[src/rtl/iwd_pkg.sv]
package iwd_pkg;
  localparam int ADDR_W   = 32;
  localparam int BASE_LSB = 20;
  localparam int CODE_W   = 4;
  localparam int CODE_LSB = 16;
  localparam int BASE_W   = ADDR_W - BASE_LSB;
  localparam int MAX_CODE = 11;
  localparam int SH_W     = $clog2(ADDR_W) + 1;
  localparam logic [CODE_W-1:0] DIS_CODE = '1;

  typedef struct packed {
    logic [BASE_W-1:0] base;
    logic [CODE_W-1:0] code;
  } win_cfg_t;
endpackage

[src/rtl/iwd_regs.sv]
module iwd_regs
  import iwd_pkg::*;
#(
  parameter int NUM_WIN = 3,
  parameter int CFG_AW  = 8,
  parameter int REG_BASE = 'h50
) (
  input  logic                  clk_i,
  input  logic                  rst_ni,
  input  logic                  cfg_we_i,
  input  logic [CFG_AW-1:0]     cfg_addr_i,
  input  logic [ADDR_W-1:0]     cfg_wdata_i,
  output logic [ADDR_W-1:0]     cfg_rdata_o,
  output win_cfg_t              cfg_o [NUM_WIN]
);
  logic [NUM_WIN-1:0] sel;
  win_cfg_t cfg_q [NUM_WIN];
  logic unused_wdata;
  assign unused_wdata = ^cfg_wdata_i[CODE_LSB-1:0];

  for (genvar k = 0; k < NUM_WIN; k++) begin : g_win
    assign sel[k] = (cfg_addr_i == CFG_AW'(REG_BASE + 4 * k));

    always_ff @(posedge clk_i or negedge rst_ni) begin
      if (!rst_ni) begin
        cfg_q[k].base <= '0;
        cfg_q[k].code <= DIS_CODE;
      end else if (cfg_we_i && sel[k]) begin
        cfg_q[k].base <= cfg_wdata_i[ADDR_W-1:BASE_LSB];
        cfg_q[k].code <= cfg_wdata_i[CODE_LSB +: CODE_W];
      end
    end
    assign cfg_o[k] = cfg_q[k];


    wr_capture_chk: assert property (@(posedge clk_i) disable iff (!rst_ni)
      cfg_we_i && sel[k] |=> cfg_q[k].base == $past(cfg_wdata_i[ADDR_W-1:BASE_LSB])
                          && cfg_q[k].code == $past(cfg_wdata_i[CODE_LSB +: CODE_W]));

    wr_ignore_chk: assert property (@(posedge clk_i) disable iff (!rst_ni)
      !(cfg_we_i && sel[k]) |=> $stable(cfg_q[k]));
  end

  always_comb begin
    cfg_rdata_o = '0;
    for (int k = 0; k < NUM_WIN; k++) begin
      if (sel[k]) cfg_rdata_o = {cfg_q[k].base, cfg_q[k].code, {CODE_LSB{1'b0}}};
    end
  end
endmodule

[src/rtl/iwd_match.sv]
module iwd_match
  import iwd_pkg::*;
(
  input  logic [ADDR_W-1:0] addr_i,
  input  win_cfg_t          cfg_i,
  output logic              hit_o,
  output logic [ADDR_W-1:0] off_o
);
  logic [SH_W-1:0]   sz_log;
  logic [ADDR_W-1:0] mask;
  logic [ADDR_W-1:0] base_full;
  logic              en;

  assign en        = (cfg_i.code <= CODE_W'(MAX_CODE));
  assign sz_log    = SH_W'(BASE_LSB) + SH_W'(cfg_i.code);
  assign mask      = {ADDR_W{1'b1}} << sz_log;   // upper compare bits
  assign base_full = {cfg_i.base, {BASE_LSB{1'b0}}};
  assign hit_o     = en && (((addr_i ^ base_full) & mask) == '0);
  assign off_o     = addr_i & ~mask;

  always_comb begin

    if (cfg_i.code > CODE_W'(MAX_CODE))
      disabled_no_hit_chk: assert (!hit_o);
  end
endmodule

[src/rtl/iwd_select.sv]
module iwd_select
  import iwd_pkg::*;
#(
  parameter int NUM_WIN = 3,
  localparam int IDX_W  = (NUM_WIN > 1) ? $clog2(NUM_WIN) : 1
) (
  input  logic [NUM_WIN-1:0] hit_i,
  input  logic [ADDR_W-1:0]  off_i [NUM_WIN],
  output logic               any_o,
  output logic [IDX_W-1:0]   idx_o,
  output logic [ADDR_W-1:0]  off_o
);
  logic [NUM_WIN-1:0] gnt;
  assign gnt   = hit_i & (~hit_i + NUM_WIN'(1));
  assign any_o = |hit_i;

  always_comb begin
    idx_o = '0;
    off_o = '0;
    for (int k = NUM_WIN - 1; k >= 0; k--) begin
      if (hit_i[k]) begin
        idx_o = IDX_W'(k);
        off_o = off_i[k];
      end
    end
  end

  always_comb begin

    gnt_onehot_chk: assert ($onehot0(gnt));

    if (any_o) gnt_idx_chk: assert (gnt[idx_o] && hit_i[idx_o]);
  end
endmodule

[src/rtl/inbound_window_decoder.sv]
module inbound_window_decoder
  import iwd_pkg::*;
#(
  parameter int NUM_WIN  = 3,
  parameter int CFG_AW   = 8,
  parameter int REG_BASE = 'h50,
  localparam int IDX_W   = (NUM_WIN > 1) ? $clog2(NUM_WIN) : 1
) (
  input  logic              clk_i,
  input  logic              rst_ni,
  input  logic              cfg_we_i,
  input  logic [CFG_AW-1:0] cfg_addr_i,
  input  logic [ADDR_W-1:0] cfg_wdata_i,
  output logic [ADDR_W-1:0] cfg_rdata_o,
  input  logic              addr_valid_i,
  input  logic [ADDR_W-1:0] bus_addr_i,
  output logic              hit_o,
  output logic [IDX_W-1:0]  win_idx_o,
  output logic [ADDR_W-1:0] xlat_addr_o
);
  win_cfg_t           cfg [NUM_WIN];
  logic [NUM_WIN-1:0] hit_vec;
  logic [ADDR_W-1:0]  off_vec [NUM_WIN];
  logic               any_hit;
  logic [IDX_W-1:0]   sel_idx;
  logic [ADDR_W-1:0]  sel_off;

  iwd_regs #(.NUM_WIN(NUM_WIN), .CFG_AW(CFG_AW), .REG_BASE(REG_BASE)) u_regs (
    .clk_i, .rst_ni, .cfg_we_i, .cfg_addr_i, .cfg_wdata_i, .cfg_rdata_o,
    .cfg_o(cfg)
  );

  for (genvar k = 0; k < NUM_WIN; k++) begin : g_match
    iwd_match u_match (
      .addr_i(bus_addr_i), .cfg_i(cfg[k]), .hit_o(hit_vec[k]), .off_o(off_vec[k])
    );
  end

  iwd_select #(.NUM_WIN(NUM_WIN)) u_select (
    .hit_i(hit_vec), .off_i(off_vec), .any_o(any_hit), .idx_o(sel_idx), .off_o(sel_off)
  );

  always_ff @(posedge clk_i or negedge rst_ni) begin
    if (!rst_ni) begin
      hit_o       <= 1'b0;
      win_idx_o   <= '0;
      xlat_addr_o <= '0;
    end else if (addr_valid_i && any_hit) begin
      hit_o       <= 1'b1;
      win_idx_o   <= sel_idx;
      xlat_addr_o <= sel_off;
    end else begin
      hit_o       <= 1'b0;
      win_idx_o   <= '0;
      xlat_addr_o <= '0;
    end
  end


  no_strobe_no_hit_chk: assert property (@(posedge clk_i) disable iff (!rst_ni)
    !addr_valid_i |=> !hit_o);

  miss_zero_chk: assert property (@(posedge clk_i) disable iff (!rst_ni)
    !hit_o |-> (win_idx_o == '0) && (xlat_addr_o == '0));

  idx_range_chk: assert property (@(posedge clk_i) disable iff (!rst_ni)
    hit_o |-> int'(win_idx_o) < NUM_WIN);
endmodule

[config.mk]
export PLATFORM = sky130hd
export DESIGN_NAME = inbound_window_decoder
export DESIGN_NICKNAME = d
export VERILOG_FILES = /design/src/rtl/iwd_pkg.sv /design/src/rtl/iwd_regs.sv /design/src/rtl/iwd_match.sv /design/src/rtl/iwd_select.sv /design/src/rtl/inbound_window_decoder.sv
export SDC_FILE = /design/constraint.sdc
export NUM_CORES = 1
export LEC_CHECK = 0
export ABC_AREA = 1
export CORE_MARGIN = 2
export CORE_UTILIZATION = 48
export CTS_BUF_LIST = sky130_fd_sc_hd__clkbuf_4 sky130_fd_sc_hd__clkbuf_8
export DETAILED_ROUTE_END_ITERATION = 10
export GPL_TIMING_DRIVEN = 1
export PLACE_DENSITY = 0.87
export SYNTH_ARGS = -nofsm -noshare
export SYNTH_HDL_FRONTEND = slang
export SYNTH_SLANG_ARGS = --single-unit
[constraint.sdc]
create_clock -name clk_i -period 6.3 [get_ports clk_i]
set_input_delay 0.945 -clock clk_i [delete_from_list [all_inputs] [get_ports clk_i]]
set_output_delay 0.945 -clock clk_i [all_outputs]
set_load 0.005 [all_outputs]
==> impl_summary.md <==
Synth
The count of synthesis-stage warnings from yosys is 0. The mapped netlist covers slightly below 6000 um2. The number of flip-flops and latches in the synthesized netlist is 83. The count of mapped cells out of synthesis is approximately 860.

In this run, distinct cell masters in the synthesized netlist total 40. The share of the yosys chip area belonging to registers is a little over a third. Counting flops with a built-in enable in the synthesized netlist gives 0.

In the synthesized netlist the async set-or-reset flop fraction comes to between 90% and 100%. The most instantiated flip-flop cell in the synthesis netlist is sky130_fd_sc_hd__dfrtp_1. The average instance in the mapped netlist occupies 6.712 um2.

Floorplanning
In this run the core area contains 40 standard-cell rows. For this configuration, the core starts out at a cell density of 48.61%. The floorplan step defined a die boundary enclosing 12,900 um2. The die boundary width is 113.6 um. For this design the top-level I/O count stands at about 140. The core region is 11,860 um2.

In this run the vertical extent of the chip is 113.6 um.

Global routing
The wire length of the first global-routing pass is 26,570 um. The via count of the first global-routing pass is roughly 5,300. Summed over all layers, the global routing overflow is 0.

Across every metal layer, demand over resource in global routing totals about 26%. The initial antenna violation count is 0. Entering global routing, the biggest net connects 84 pins.

Clocking
The clock drives 83 sinks. In this run the clock root is driven by a sky130_fd_sc_hd__clkbuf_8. The H-tree was split into 3 levels. In this run, post-CTS hold repair placed 0 buffers.

The maximum count of clock buffers along a single path is 2. The clock insertion delay at the later pin of the skew report is 0.37 ns. The CTS tree is yes. The number of setup buffers added after CTS is 0.

After clock tree synthesis, the clock-pin slew on the worst setup and hold paths is approximately 0.08 ns. The post-cts repair resize count is 0. The number of clock buffers inserted by TritonCTS is 9.

Power
The peak ir drop on the vdd network is 0.00009316 V. The total power is around 1200 uW. In this run the static leakage power is 0.003344 uW. For this design the ratio of total power to cell area is 171.7 nW/um2.

Finish
Across the whole layout, storage elements account for 2092 um2. In the layout the commonest cells are sky130_fd_sc_hd__nand2_1 (298), sky130_fd_sc_hd__clkdlybuf4s50_1 (109), sky130_fd_sc_hd__inv_1 (81), sky130_fd_sc_hd__nor2_1 (81), sky130_fd_sc_hd__dfrtp_1 (71). The total number of nets in the final design is 1,031.

The most common cell after layout, fill and taps aside is sky130_fd_sc_hd__nand2_1. The fraction of layout cells with a size suffix above 1 is 7.489%. The total area of multi-input combinational cells is 3050 um2. Fill cells in the final layout number 1,118. From synthesis to final layout, the design area changed by 21.81%. The count of antenna diodes in the layout is 0.

Critical path
The type of destination of the critical path is an output port. The number of buffers and inverters on the critical path is 4. The critical path goes through clkdlybuf4s50_1 > or2_2 > nor3_1 > and2_1 > inv_1 > o221ai_1 > o21ai_0 > inv_1 > clkdlybuf4s50_1. Data on the critical path arrives at its endpoint at 3.45 ns.

The largest fanout on the critical path is 12. The worst setup path is launched from an input port. On the critical path the largest part of the delay comes from buffers and inverters. The library cell contributing the largest single delay on the critical path is sky130_fd_sc_hd__clkdlybuf4s50_1.

The critical path is of the in2out type. The worst register-to-register path ends at xlat_addr_o[1]. The largest single stage delay on the critical path is 0.49 ns. The start of the worst register-to-register path is u_regs.cfg_o[18]. The depth of the worst register-to-register path is 13. STA puts the critical path data required time at between 5 and 6 ns. In this run the register-to-register setup slack is approximately 2.7 ns.

Worst hold path
The capture endpoint of the worst hold path is u_regs.cfg_o[43]. In this run the worst hold path is classified as reg2reg. The number of cells on the worst hold path is 2. The worst hold path begins at u_regs.cfg_o[43].

STA
Setup repair after global routing left no endpoint under its margin. In the finished design, the share of the clock period the worst path needs comes to 69.76%. The number of max-slew violations in the final report was 0.

Setup violations remaining at the end of the flow were counted as 0. For the final routed database, the setup TNS stands at 0 ns. The final hold violation count was 0.

The measured slew at the worst slew-check pin is 1.055 ns. The clock period minus final worst setup slack is 4.395 ns. The final setup skew is 0.009716 ns. The max-slew headroom at the worst pin is 29.64%. Based on the critical path, the design can be clocked at up to 0.2275 GHz.

Route
For this run, design rule violations remaining after detail routing come to 0. The mean routed wirelength per cell is 14.68 um. In this run the remaining antenna-violating nets after routing total 0. The total via count after detailed routing is 5,763. After detailed routing, the total wire length is 16,070 um.

In this run, the number of DRC markers left after iteration 0 of detailed routing was 536. The first-pass iteration count of the detailed router is 5. Dividing the detail-routed via count by the number of cells gives about 5.3.

Place
The congestion estimate from routability-driven global placement came to 0.9613. The placed wire-length estimate after detailed placement is approximately 12,000 um. Buffers placed on the I/O ports in this run total 110.

Status
The run finished with clean final reports.

Job
The tool flagged a number of max-cap violations equal to 0.
[tightest hold or removal path, stage by stage (launching register included)]
cell and delay [ns]:
sky130_fd_sc_hd__dfrtp_1 0.37, sky130_fd_sc_hd__nand2_1 0.05, sky130_fd_sc_hd__o21ai_0 0.06
[state kept, by name (all words and copies together), names as in the netlist]
| name | count |
|---|---|
| win_idx_o | 2 |
| xlat_addr_o | 32 |
| u_regs.cfg_o | 48 |
| hit_o | 1 |
[through the flow]
| stage | cell area, um2 | util [%] | std cells | hold WS (ns) | worst slack [ns] |
|---|---|---|---|---|---|
| after CTS | 7023 | 59.21 | 1095 | 0.5241 | 1.932 |
| final | 7023 | 59.21 | 1095 | 0.5199 | 1.905 |
| after detailed placement | 6794 | 57.28 | 1079 | 0.5033 | 1.936 |
| after global routing | 7023 | 59.21 | 1095 | 0.5478 | 1.687 |
| after floorplan | 5826 | - | 875 | 0.4742 | 3.275 |
| after global placement | 6794 | 57.28 | 1079 | 0.4901 | 1.948 |
[cells in the mapped netlist, types with 2 or more instances]
cell	instances	area, um2
sky130_fd_sc_hd__a221oi_1	2	17.52
sky130_fd_sc_hd__clkbuf_1	18	67.56
sky130_fd_sc_hd__buf_2	9	45.04
sky130_fd_sc_hd__o21ai_0	63	315.3
sky130_fd_sc_hd__a21boi_0	2	15.01
sky130_fd_sc_hd__o2111ai_1	2	17.52
sky130_fd_sc_hd__inv_2	13	48.80
sky130_fd_sc_hd__buf_4	22	165.2
sky130_fd_sc_hd__or2_2	3	18.77
sky130_fd_sc_hd__nand3_1	64	320.3
sky130_fd_sc_hd__nor2_1	81	304.0
sky130_fd_sc_hd__o211ai_1	2	15.01
sky130_fd_sc_hd__nor3_1	4	20.02
sky130_fd_sc_hd__dfstp_2	12	315.3
sky130_fd_sc_hd__ha_1	12	150.1
sky130_fd_sc_hd__o221ai_1	6	52.55
sky130_fd_sc_hd__buf_6	3	33.78
sky130_fd_sc_hd__a21oi_2	13	113.9
sky130_fd_sc_hd__dfrtp_1	71	1777
sky130_fd_sc_hd__xor2_1	16	140.1
sky130_fd_sc_hd__nor2_2	7	43.79
sky130_fd_sc_hd__a31oi_1	2	12.51
sky130_fd_sc_hd__clkbuf_2	2	10.01
sky130_fd_sc_hd__xnor2_1	8	70.07
sky130_fd_sc_hd__inv_1	81	304.0
sky130_fd_sc_hd__nand2_1	298	1119
sky130_fd_sc_hd__nand4_1	5	31.28
sky130_fd_sc_hd__a21oi_1	22	110.1
sky130_fd_sc_hd__o21ai_1	5	25.02
[worst max path at each step]
stage                   from               to  slack, ns  cells after the start
4_1_cts        cfg_addr_i[1]  cfg_rdata_o[17]       1.93                      9
3_5_place_dp   cfg_addr_i[1]  cfg_rdata_o[17]       1.94                      9
5_1_grt        cfg_addr_i[1]  cfg_rdata_o[17]       1.69                      9
3_3_place_gp   cfg_addr_i[1]  cfg_rdata_o[17]       1.95                      9
2_1_floorplan  cfg_addr_i[1]  cfg_rdata_o[16]       3.27                      8
6_report       cfg_addr_i[1]  cfg_rdata_o[17]       1.91                      9
[kinds of logic after synthesis]
kind of cell / after synthesis / synth area share, %
fa+ha+maj: 12 / 2.604
other cells: 1 / 0.06504
buf+inv: 150 / 11.85
compound gates: 121 / 12.35
xor+xnor: 24 / 3.646
simple gates: 468 / 33.20
flops: 83 / 36.28
[layout make-up]
| cell class | count | share of cell area [%] |
|---|---|---|
| well taps | 147 | 2.619 |
| clock buffers | 12 | 2.174 |
| clock inverters | 4 | 1.087 |
| multi-input cells | 642 | 43.43 |
| repair buffers | 111 | 15.75 |
| flip-flops and latches | 83 | 29.79 |
| inverters | 96 | 5.149 |
[report_power, final]
| part | internal [uW] | switching (uW) |
|---|---|---|
| registers | 551 | 20.7 |
| logic | 77.2 | 114 |
| clock network | 244 | 200 |
[metal layers]
layer,GRT usage [%],part of all wire [%]
met5,0,0
met4,8.780,2.1
met3,5.632,8.7
met2,39.96,46
met1,36.37,43
(Power assumes the default switching activity.)
